<file path="src/rtl/serrx_pkg.sv">
package serrx_pkg;

    localparam int RX_OSR = 16;

    typedef enum logic [2:0] {
        S_IDLE,
        S_START,
        S_DATA,
        S_PAR,
        S_STOP,
        S_FEGAP,
        S_BRKWAIT
    } rx_state_t;

    typedef enum logic [1:0] {
        PAR_NONE  = 2'd0,
        PAR_EVEN  = 2'd1,
        PAR_ODD   = 2'd2,
        PAR_FORCE = 2'd3
    } par_mode_t;

    typedef struct packed {
        logic ovr;
        logic frm;
        logic par;
        logic match;
    } rx_stat_t;

endpackage

</file>
<file path="src/rtl/serrx_frame.sv">
module serrx_frame
    import serrx_pkg::*;
#(
    parameter int DW = 8
) (
    input  logic          clk,
    input  logic          rst_n,
    input  logic          tick,
    input  logic          rxd,
    input  logic [1:0]    cfg_len,
    input  logic [1:0]    cfg_parity,
    input  logic          cfg_par_val,
    input  logic [DW-1:0] cfg_cmp,
    output logic          char_vld,
    output logic [DW-1:0] char_data,
    output rx_stat_t      char_stat,
    output logic          brk_start,
    output logic          brk_end
);
    localparam int CW = $clog2(RX_OSR);
    localparam int BW = $clog2(DW);
    localparam logic [CW-1:0] MID  = CW'(RX_OSR / 2 - 1);
    localparam logic [CW-1:0] LAST = CW'(RX_OSR - 1);

    rx_state_t     state_q, state_d;
    logic [1:0]    sync_q;
    logic          rx_s;
    logic [CW-1:0] cnt_q;
    logic [BW-1:0] bit_q;
    logic [DW-1:0] data_q;
    logic          par_q;
    logic          anyone_q;
    logic [BW:0]   nbits;
    logic [DW-1:0] mask;
    logic          par_en;
    logic          exp_par;
    logic          at_mid;
    logic          at_last;
    logic          stop_ev;

    assign rx_s    = sync_q[1];
    assign nbits   = (BW+1)'(5) + (BW+1)'(cfg_len);
    assign mask    = ~({DW{1'b1}} << nbits);
    assign par_en  = (cfg_parity != PAR_NONE);
    assign at_mid  = tick && (cnt_q == MID);
    assign at_last = tick && (cnt_q == LAST);

    always_ff @(posedge clk or negedge rst_n) begin
        if (!rst_n) sync_q <= 2'b11;
        else        sync_q <= {sync_q[0], rxd};
    end

    // state register
    always_ff @(posedge clk or negedge rst_n) begin
        if (!rst_n) state_q <= S_IDLE;
        else        state_q <= state_d;
    end

    // next state
    always_comb begin
        state_d = state_q;
        unique case (state_q)
            S_IDLE:    if (tick && !rx_s) state_d = S_START;
            S_START:   if (at_mid) state_d = rx_s ? S_IDLE : S_DATA;
            S_DATA:    if (at_last && (bit_q == BW'(nbits - 1'b1)))
                           state_d = par_en ? S_PAR : S_STOP;
            S_PAR:     if (at_last) state_d = S_STOP;
            S_STOP:    if (at_last) begin
                           if (rx_s)          state_d = S_IDLE;
                           else if (anyone_q) state_d = S_FEGAP;
                           else               state_d = S_BRKWAIT;
                       end
            S_FEGAP:   if (at_mid) state_d = S_IDLE;
            S_BRKWAIT: if (tick && rx_s) state_d = S_IDLE;
            default:   state_d = S_IDLE;
        endcase
    end

    // counters and character assembly
    always_ff @(posedge clk or negedge rst_n) begin
        if (!rst_n) begin
            cnt_q    <= '0;
            bit_q    <= '0;
            data_q   <= '0;
            par_q    <= 1'b0;
            anyone_q <= 1'b0;
        end else if (tick) begin
            if (state_d != state_q) cnt_q <= '0;
            else if (cnt_q == LAST)  cnt_q <= '0;
            else                     cnt_q <= cnt_q + 1'b1;
            if (state_q == S_START) begin
                data_q   <= '0;
                bit_q    <= '0;
                anyone_q <= 1'b0;
            end
            if (state_q == S_DATA && cnt_q == LAST) begin
                data_q[bit_q] <= rx_s;
                bit_q         <= bit_q + 1'b1;
                if (rx_s) anyone_q <= 1'b1;
            end
            if (state_q == S_PAR && cnt_q == LAST) begin
                par_q <= rx_s;
                if (rx_s) anyone_q <= 1'b1;
            end
        end
    end

    always_comb begin
        unique case (cfg_parity)
            PAR_EVEN:  exp_par = ^data_q;
            PAR_ODD:   exp_par = ~^data_q;
            PAR_FORCE: exp_par = cfg_par_val;
            default:   exp_par = 1'b0;
        endcase
    end

    // outputs
    always_comb begin
        stop_ev         = (state_q == S_STOP) && at_last;
        char_vld        = stop_ev && (rx_s || anyone_q);
        brk_start       = stop_ev && !rx_s && !anyone_q;
        brk_end         = (state_q == S_BRKWAIT) && tick && rx_s;
        char_data       = data_q;
        char_stat.ovr   = 1'b0;
        char_stat.frm   = !rx_s;
        char_stat.par   = par_en && (par_q != exp_par);
        char_stat.match = (data_q == (cfg_cmp & mask));
    end


    false_start_chk: assert property (@(posedge clk) disable iff (!rst_n)
        (state_q == S_START && at_mid && rx_s) |=> (state_q == S_IDLE && !char_vld));


    fe_gap_chk: assert property (@(posedge clk) disable iff (!rst_n)
        (char_vld && char_stat.frm) |=> (state_q == S_FEGAP));


    brk_once_chk: assert property (@(posedge clk) disable iff (!rst_n)
        brk_start |=> (state_q == S_BRKWAIT && !brk_start));


    brk_end_chk: assert property (@(posedge clk) disable iff (!rst_n)
        brk_end |=> (state_q == S_IDLE && !brk_end));

endmodule

</file>
<file path="src/rtl/serrx_fifo.sv">
module serrx_fifo #(
    parameter int DEPTH = 4,
    parameter int W     = 12
) (
    input  logic         clk,
    input  logic         rst_n,
    input  logic         push,
    input  logic [W-1:0] din,
    input  logic         pop,
    output logic         valid,
    output logic [W-1:0] dout
);
    localparam int AW = $clog2(DEPTH);

    logic [W-1:0]  mem [DEPTH];
    logic [AW-1:0] wr_q, rd_q;
    logic [AW:0]   count_q;
    logic          full, pop_ok, push_ok, drop;

    assign full    = (count_q == (AW+1)'(DEPTH));
    assign valid   = (count_q != '0);
    assign pop_ok  = pop && valid;
    assign push_ok = push && (!full || pop_ok);
    assign drop    = push && full && !pop_ok;
    assign dout    = mem[rd_q];

    always_ff @(posedge clk) begin
        if (push_ok)   mem[wr_q] <= din;
        else if (drop) mem[wr_q - AW'(1)][W-1] <= 1'b1;
    end

    always_ff @(posedge clk or negedge rst_n) begin
        if (!rst_n) begin
            wr_q    <= '0;
            rd_q    <= '0;
            count_q <= '0;
        end else begin
            if (push_ok) wr_q <= wr_q + 1'b1;
            if (pop_ok)  rd_q <= rd_q + 1'b1;
            if (push_ok && !pop_ok)      count_q <= count_q + 1'b1;
            else if (pop_ok && !push_ok) count_q <= count_q - 1'b1;
        end
    end


    ovr_drop_chk: assert property (@(posedge clk) disable iff (!rst_n)
        drop |=> (count_q == $past(count_q) && valid));

endmodule

</file>
<file path="src/rtl/serrx_top.sv">
module serrx_top
    import serrx_pkg::*;
#(
    parameter int DEPTH = 4,
    parameter int DW    = 8
) (
    input  logic          clk,
    input  logic          rst_n,
    input  logic          tick16,
    input  logic          rxd,
    input  logic [1:0]    cfg_len,
    input  logic [1:0]    cfg_parity,
    input  logic          cfg_par_val,
    input  logic [DW-1:0] cfg_cmp,
    input  logic          cfg_cmp_ie,
    output logic          rx_valid,
    input  logic          rx_ready,
    output logic [DW-1:0] rx_data,
    output logic [3:0]    rx_stat,
    output logic          brk_start,
    output logic          brk_end,
    output logic          cmp_irq
);
    localparam int SW = $bits(rx_stat_t);
    localparam int W  = DW + SW;

    logic          char_vld;
    logic [DW-1:0] char_data;
    rx_stat_t      char_stat;
    logic [W-1:0]  head;
    logic          irq_q;

    serrx_frame #(.DW(DW)) frame_i (
        .clk(clk), .rst_n(rst_n), .tick(tick16), .rxd(rxd),
        .cfg_len(cfg_len), .cfg_parity(cfg_parity), .cfg_par_val(cfg_par_val),
        .cfg_cmp(cfg_cmp), .char_vld(char_vld), .char_data(char_data),
        .char_stat(char_stat), .brk_start(brk_start), .brk_end(brk_end)
    );

    serrx_fifo #(.DEPTH(DEPTH), .W(W)) fifo_i (
        .clk(clk), .rst_n(rst_n), .push(char_vld), .din({char_stat, char_data}),
        .pop(rx_ready), .valid(rx_valid), .dout(head)
    );

    always_ff @(posedge clk or negedge rst_n) begin
        if (!rst_n) irq_q <= 1'b0;
        else        irq_q <= char_vld && char_stat.match && cfg_cmp_ie;
    end

    assign cmp_irq = irq_q;
    assign rx_data = head[DW-1:0];
    assign rx_stat = head[W-1:DW];


    hold_chk: assert property (@(posedge clk) disable iff (!rst_n)
        (rx_valid && !rx_ready) |=> (rx_valid && $stable(rx_data) && $stable(rx_stat[2:0])));


    irq_src_chk: assert property (@(posedge clk) disable iff (!rst_n)
        cmp_irq |-> $past(char_vld && cfg_cmp_ie));

endmodule

</file>
<file path="config.mk">
export PLATFORM = sky130hd
export DESIGN_NAME = serrx_top
export DESIGN_NICKNAME = d
export VERILOG_FILES = /design/src/rtl/serrx_pkg.sv /design/src/rtl/serrx_frame.sv /design/src/rtl/serrx_fifo.sv /design/src/rtl/serrx_top.sv
export SDC_FILE = /design/constraint.sdc
export NUM_CORES = 1
export LEC_CHECK = 0
export ABC_AREA = 1
export BUFFER_PORTS_ARGS = -buffer_cell sky130_fd_sc_hd__clkbuf_2
export CAP_MARGIN = 20
export CORE_UTILIZATION = 40
export CTS_CLUSTER_SIZE = 40
export DETAILED_ROUTE_END_ITERATION = 10
export PLACE_DENSITY = 0.55
export REMOVE_ABC_BUFFERS = 1
export SETUP_SLACK_MARGIN = 0.4
export SYNTH_ARGS = -nofsm -noshare
export SYNTH_HDL_FRONTEND = slang
export SYNTH_SLANG_ARGS = --single-unit
</file>
<file path="constraint.sdc">
create_clock -name clk -period 4.4 [get_ports clk]
set_input_delay 0.44 -clock clk [delete_from_list [all_inputs] [get_ports clk]]
set_output_delay 0.44 -clock clk [all_outputs]
set_load 0.05 [all_outputs]
</file>
==> flow_summary.yaml, run 1 <==
power:
  power.total_mw: 2.174
  ir_drop_v: 0.0002117
  pwr_density_cell_nw_per_um2: 498.9
  p_leak_nw: 1.885
grt:
  track_usage: 0.1811
  grt_pass1_wl_um: 13630
  grt_max_degree: 31
  antenna_found_initial: 0
  grt_pass1_vias: 2713
  grt_overflow: 0
worst_setup_path:
  crit_fanout: 17
  crit_type: "reg -> reg"
  max_stage_delay_ns: 0.39
  path_cells: "ha_1 -> nand3_4 -> nor2_4 -> nand2_2 -> nor2_4 -> inv_2 -> nor2_4 -> inv_1 -> o21ai_1 -> inv_1 -> nor2_2 -> nand2_1 -> inv_1"
  required_ns: 4.40
  crit_arrival_ns: 2.78
  crit_slowest_cell: "dfrtp_1"
  end_kind: "flop"
  startpoint_type: "flop"
timing:
  final.setup.tns_ns: 0
  hold_viol: 0
  layout_min_cycle_time_ns: 2.781
  fin_crit_sh: 0.6321
  drv_slew: 0
  setup_viol_count_final: 0
  relSlewSlack: 0.3807
  clock_skew_ns: 0.009225
  fmax_mhz: 359.6
  rsz0062_at_grt: "no"
  worst_slew_pin_slew_ns: 0.9255
clocking:
  cts_root_buffer: "clkbuf_8"
  clock_latency_ns: 0.35
  cts.sinks: 78
  cts_max_level: 3
  clk_pin_slew_worst_paths_ns: 0.09
  post_cts_resized: 0
  post-cts-setup-buffer-count: 0
  cts_tree: "yes"
  tritoncts.num_buffers: 9
  holdBufCountCts: 0
  cts_buffer_depth: 2
worst_hold_path:
  hold_class: "in -> reg"
logic_synthesis:
  ys_ff_latch: 78
  yosys_warnings: 0
  seq_area_frac_synth: 0.5678
  synthMuxAreaShare: 0.002914
  synth_simple_gate_area_share: 0.2030
  synthXorXnorAreaFrac: 0.04953
  synth_area_per_cell_um2: 9.336
  synth.distinct_cells: 34
  synth_top_family_by_area: "simple AND/OR/NAND/NOR gates"
  yosys.area_share.adder: 0.02460
  syn-cell-area_um2: 3865
  syn_inst: 414
  synth_compound_area_frac: 0.09550
die:
  rows: 35
  die_w_um: 100.3
  core_area_um2: 9284
  die_h_um: 100.3
  ios: 35
  start_util: 0.4163
  die_area_um2: 10060
routing:
  viasPerCell: 4.882
  drt_iter0_markers: 149
  post-route-drc-count: 0
  routedWlPerCell_um: 14.48
  drt-total-wl_um: 8502
  first_pass_iters: 4
  vias: 2866
  ant_nets: 0
status:
  outcome: "completed"
placement:
  place_congestion: 0.8928
  portBuffers: 34
  placed_area_um2: 4184
  dpl.hpwl_um: 6017
final_layout:
  finalNetCount: 479
  post-route-util: 0.4693
  area_growth_pct: 12.72
  antenna_cells: 0
  stdcell_area_um2: 4357
  drive_above_1_share: 0.1485
run:
  cap_violations: 0
==> synth_stat cells, drive strengths merged <==
master	count	area (um2)
nor2	72	297.8
nand2	67	254.0
inv	49	183.9
edfxtp	48	1441
o21ai	48	240.2
dfrtp	28	700.7
nand3	23	132.6
o22ai	12	75.07
xor2	11	103.9
xnor2	10	87.58
a21oi	8	40.04
nor3	8	40.04
clkbuf	6	22.52
ha	6	75.07
nand4	4	25.02
buf	3	12.51
dfstp	2	52.55
nand3b	2	15.01
a31oi	1	6.260
fa	1	20.02
mux2	1	11.26
nor3b	1	7.510
nor4	1	6.260
o21bai	1	7.510
or2	1	6.260
==> registers in the layout, summed over array words and instances (netlist names) <==
signal,count
frame_i.par_q,1
frame_i.bit_q,3
frame_i.anyone_q,1
frame_i.sync_q,2
frame_i.cnt_q,4
fifo_i.wr_q,2
fifo_i.mem,48
cmp_irq,1
fifo_i.rd_q,2
frame_i.state_q,3
fifo_i.count_q,3
frame_i.char_data,8
==> area by class of cell <==
cell class,instances,area [um2]
multi-input combinational,278,1451
sequential,78,2195
clock buffer,9,123.9
tap,129,161.4
fill,934,4927
timing repair buffer,37,192.7
clock inverter,7,48.80
inverter,49,183.9
==> cell families after synthesis <==
group           Yosys count
simple gates            179
fa+ha+maj                 7
flops                    78
mux                       1
xor+xnor                 21
buf+inv                  58
compound gates           70
==> critical path, delay by kind of cell, from the launching register on <==
kind                       cells  cell delay [ns]
DFF                            1             0.39
adders and majority gates      1             0.29
and+or+nand+nor                7             0.97
buffers and inverters          4             0.62
AOI/OAI and AO/OA              1             0.17
==> layer usage <==
| metal | GRT usage | share of wire | up-vias | routed length, um |
|---|---|---|---|---|
| met5 | 0 | 0 | - | 0 |
| met4 | 0.07246 | 0.012 | 0 | 102 |
| met3 | 0.02855 | 0.039 | 9 | 328 |
| met2 | 0.3003 | 0.48 | 53 | 4053 |
| met1 | 0.2380 | 0.47 | 1341 | 4017 |
| li1 | - | - | 1463 | - |
==> cells in the final DEF (no fill, tap or decap), types with 4 or more instances in the layout <==
master	instances
edfxtp_1	48
nor2_1	67
nand3_1	21
nand4_1	4
o22ai_1	12
inv_1	46
xnor2_1	10
dfrtp_1	28
o21ai_1	4
clkbuf_8	9
nand2_1	66
ha_1	6
nor3_1	8
clkbuf_2	34
o21ai_0	44
xor2_1	10
a21oi_1	8
==> power breakdown <==
| part | internal (mW) | leakage (nW) | switching [mW] | total [mW] |
|---|---|---|---|---|
| sequential | 0.815 | 0.884 | 0.0579 | 0.873 |
| combinational | 0.210 | 0.921 | 0.594 | 0.804 |
| clock | 0.206 | 0.0797 | 0.291 | 0.497 |
==> through the flow <==
| stage | instances | hold slack, ns | setup WS, ns |
|---|---|---|---|
| 6_report | 587 | 0.1557 | 1.619 |
| 5_1_grt | 587 | 0.1420 | 1.375 |
| 4_1_cts | 587 | 0.1387 | 1.577 |
| 3_5_place_dp | 571 | 0.3472 | 1.580 |
| 3_3_place_gp | 571 | 0.3455 | 1.694 |
| 2_1_floorplan | 405 | 0.1444 | 1.647 |
==> final timing paths <==
| kind | end | from | depth (start not counted) | slack [ns] |
|---|---|---|---|---|
| worst max-delay path | fifo_i.mem[3][3]$_DFFE_PP_ | frame_i.cnt_q[0]$_DFFE_PN0P_ | 13 | 1.62 |
| worst min-delay path | frame_i.sync_q[0]$_DFF_PN1_ | rxd | 1 | 0.16 |
| max in group asynchronous | frame_i.state_q[2]$_DFF_PN0_ | rst_n | 1 | 3.71 |
| worst max register to register | fifo_i.mem[3][3]$_DFFE_PP_ | frame_i.cnt_q[0]$_DFFE_PN0P_ | 13 | 1.62 |
| min in group asynchronous | frame_i.bit_q[1]$_DFFE_PN0P_ | rst_n | 1 | 0.17 |
| worst min register to register | frame_i.sync_q[1]$_DFF_PN1_ | frame_i.sync_q[0]$_DFF_PN1_ | 0 | 0.36 |
Note: power is estimated with default switching activity, not from simulation.
==> run 2, diff against run 1 <==
--- a/config.mk
+++ b/config.mk
@@ -11,7 +11,7 @@
 export CORE_UTILIZATION = 40
 export CTS_CLUSTER_SIZE = 40
 export DETAILED_ROUTE_END_ITERATION = 10
-export PLACE_DENSITY = 0.55
+export PLACE_DENSITY = 0.58
 export REMOVE_ABC_BUFFERS = 1
 export SETUP_SLACK_MARGIN = 0.4
 export SYNTH_ARGS = -nofsm -noshare
==> constraint.sdc (replaced) <==
create_clock -name clk -period 2.45 [get_ports clk]
set_input_delay 0.245 -clock clk [delete_from_list [all_inputs] [get_ports clk]]
set_output_delay 0.245 -clock clk [all_outputs]
set_load 0.05 [all_outputs]
==> run 2 against run 1 <==
Effect of this change: power rose by 92%; global-route usage rose by 0.90 points; clock-buffer cell count did not move; routed wire length rose by 7.5%; largest cell class unchanged.
==> flow_summary.yaml, run 2 (synthesis results as in run 1) <==
placement:
  dpl_worst_slack_ns: -0.03365
  place_congestion: 0.8655
  portBuffers: 34
  dpl.hpwl_um: 6034
  dp_cells: 583
routing:
  drt_iter0_markers: 116
  viasPerCell: 4.905
  drt-total-wl_um: 9136
  routedWlPerCell_um: 14.50
  ant_nets: 0
  first_pass_iters: 4
  vias: 3090
  post-route-drc-count: 0
die:
  rows: 35
  core_area_um2: 9284
  die_w_um: 100.3
  start_util: 0.4163
  die_h_um: 100.3
  die_area_um2: 10060
  ios: 35
timing:
  hold_viol: 0
  worst_slew_pin_slew_ns: 0.7834
  relSlewSlack: 0.4777
  clock_skew_ns: 0.01048
  timing.final.ws_setup_ns: 0.2334
  fin_crit_sh: 0.9047
  drv_slew: 0
  layout_min_cycle_time_ns: 2.217
  setup_viol_count_final: 0
  fmax_mhz: 451.1
  rsz0062_at_grt: "yes"
power:
  p_seq_frac: 0.372
  clkPwrFrac: 0.214
  p_leak_nw: 2.114
  pwr_density_cell_nw_per_um2: 856.9
  power.total_mw: 4.163
  power_frac_comb: 0.414
  ir_drop_v: 0.0004209
  p_int_mw: 2.375
  p_sw_mw: 1.788
  sw_frac_of_total: 0.4295
final_layout:
  multi_input_area_um2: 1539
  antenna_cells: 0
  final_cell_mix: "nand2_1, nor2_1, edfxtp_1"
  drive_above_1_share: 0.2635
  area_growth_pct: 25.70
  regMostFlops: "fifo_i.mem"
  final_cells: 630
  fill_cells: 862
  largest_reg_flops: 48
  regArea_um2: 2195
  layout_commonest_cell: "nand2_1"
  finalNetCount: 522
worst_setup_path:
  required_ns: 2.52
  timing.rr.end: "fifo_i.mem[0][4]$_DFFE_PP_"
  crit_type: "reg -> reg"
  end_kind: "flop"
  ff2ff_setup_slack_ns: 0.23
  crit_fanout: 6
  path_cells: "ha_4 -> nand3_4 -> nor2_4 -> nand2_2 -> nor2_4 -> inv_4 -> nor2_4 -> buf_4 -> buf_6 -> buf_6 -> inv_4 -> nor3_4 -> buf_6"
  crit_arrival_ns: 2.29
  max_stage_delay_ns: 0.41
  reg2reg_from: "frame_i.cnt_q[1]$_DFFE_PN0P_"
  startpoint_type: "flop"
  crit_slowest_cell: "dfrtp_1"
  worst-r2r-cell-count: 13
worst_hold_path:
  whs_path_depth: 3
  hold_class: "in -> reg"
  min_from: "cfg_cmp_ie"
  min_to: "cmp_irq$_DFF_PN0_"
clocking:
  clk_pin_slew_worst_paths_ns: 0.08
  cts_buffer_depth: 2
  cts_max_level: 3
  cts_root_buffer: "clkbuf_8"
  cts.sinks: 78
  tritoncts.num_buffers: 9
  clock_latency_ns: 0.36
  cts_tree: "yes"
grt:
  grt_max_degree: 31
  grt_pass1_wl_um: 14350
  grt_pass1_vias: 2913
  grt_overflow: 0
  antenna_found_initial: 0
  track_usage: 0.1901
status:
  outcome: "completed"
run:
  cap_violations: 0
-- run 2: layout make-up --
cell class | instances | share of cell area
flip-flops and latches | 78 | 0.4517
well taps | 129 | 0.03322
inverters | 49 | 0.04043
repair buffers | 80 | 0.1208
multi-input cells | 278 | 0.3168
clock inverters | 7 | 0.01159
clock buffers | 9 | 0.02550
-- run 2: power by group through the flow --
| stage | Combinational, mW | Clock [mW] | Sequential, mW |
|---|---|---|---|
| final | 1.72 | 0.892 | 1.55 |
| after global routing | 1.86 | 0.966 | 1.56 |
| after CTS | 1.62 | 0.916 | 1.55 |
| after detailed placement | 1.54 | 0 | 1.57 |
| after global placement | 1.51 | 0 | 1.56 |
| after floorplan | 1.07 | 0 | 1.60 |
-- run 2: worst max-delay path by stage --
stage,to,slack (ns),from,cells after the start
finish,fifo_i.mem[0][4]$_DFFE_PP_,0.23,frame_i.cnt_q[1]$_DFFE_PN0P_,13
global route,fifo_i.count_q[2]$_DFFE_PN0P_,0.11,frame_i.state_q[1]$_DFF_PN0_,13
CTS,fifo_i.count_q[2]$_DFFE_PN0P_,0.21,frame_i.cnt_q[1]$_DFFE_PN0P_,13
detailed placement,fifo_i.count_q[2]$_DFFE_PN0P_,-0.03,frame_i.cnt_q[0]$_DFFE_PN0P_,13
global placement,fifo_i.count_q[2]$_DFFE_PN0P_,0.07,frame_i.cnt_q[0]$_DFFE_PN0P_,13
floorplan,fifo_i.mem[0][0]$_DFFE_PP_,-0.30,fifo_i.count_q[0]$_DFFE_PN0P_,8
-- run 2: metrics by stage --
step	setup TNS, ns	hold WS [ns]	cell area [um2]	utilization
after global routing	0	0.1223	4858	0.5233
final	0	0.1214	4858	0.5233
after CTS	0	0.1026	4690	0.5051
after global placement	0	0.3363	4287	0.4617
after floorplan	-8.294	-0.05059	3830	-
after detailed placement	-0.03365	0.3339	4287	0.4617
-- run 2: metal layers --
metal  up-vias  global-route usage  part of all wire
met5         -                   0                 0
met2        62              0.3356              0.51
met3        18             0.04596             0.033
met1      1467              0.2286              0.44
met4         0             0.06020             0.019
li1       1543                   -                 -
-- run 2: critical path, delay by kind of cell, from the launching register on --
family	cells	cell delay (ns)
adders and majority gates	1	0.17
and+or+nand+nor	6	0.74
buffers and inverters	6	0.60
DFF	1	0.41
-- run 2: timing repair --
action | CTS | global route
resized for setup | 32 | 17
pin swaps | 8 | 8
hold buffers | 2 | 0
endpoints found under the setup margin | 57 | 69
setup buffers | 12 | 13
endpoints found under the hold margin | 29 | 0
cloned | 3 | 1
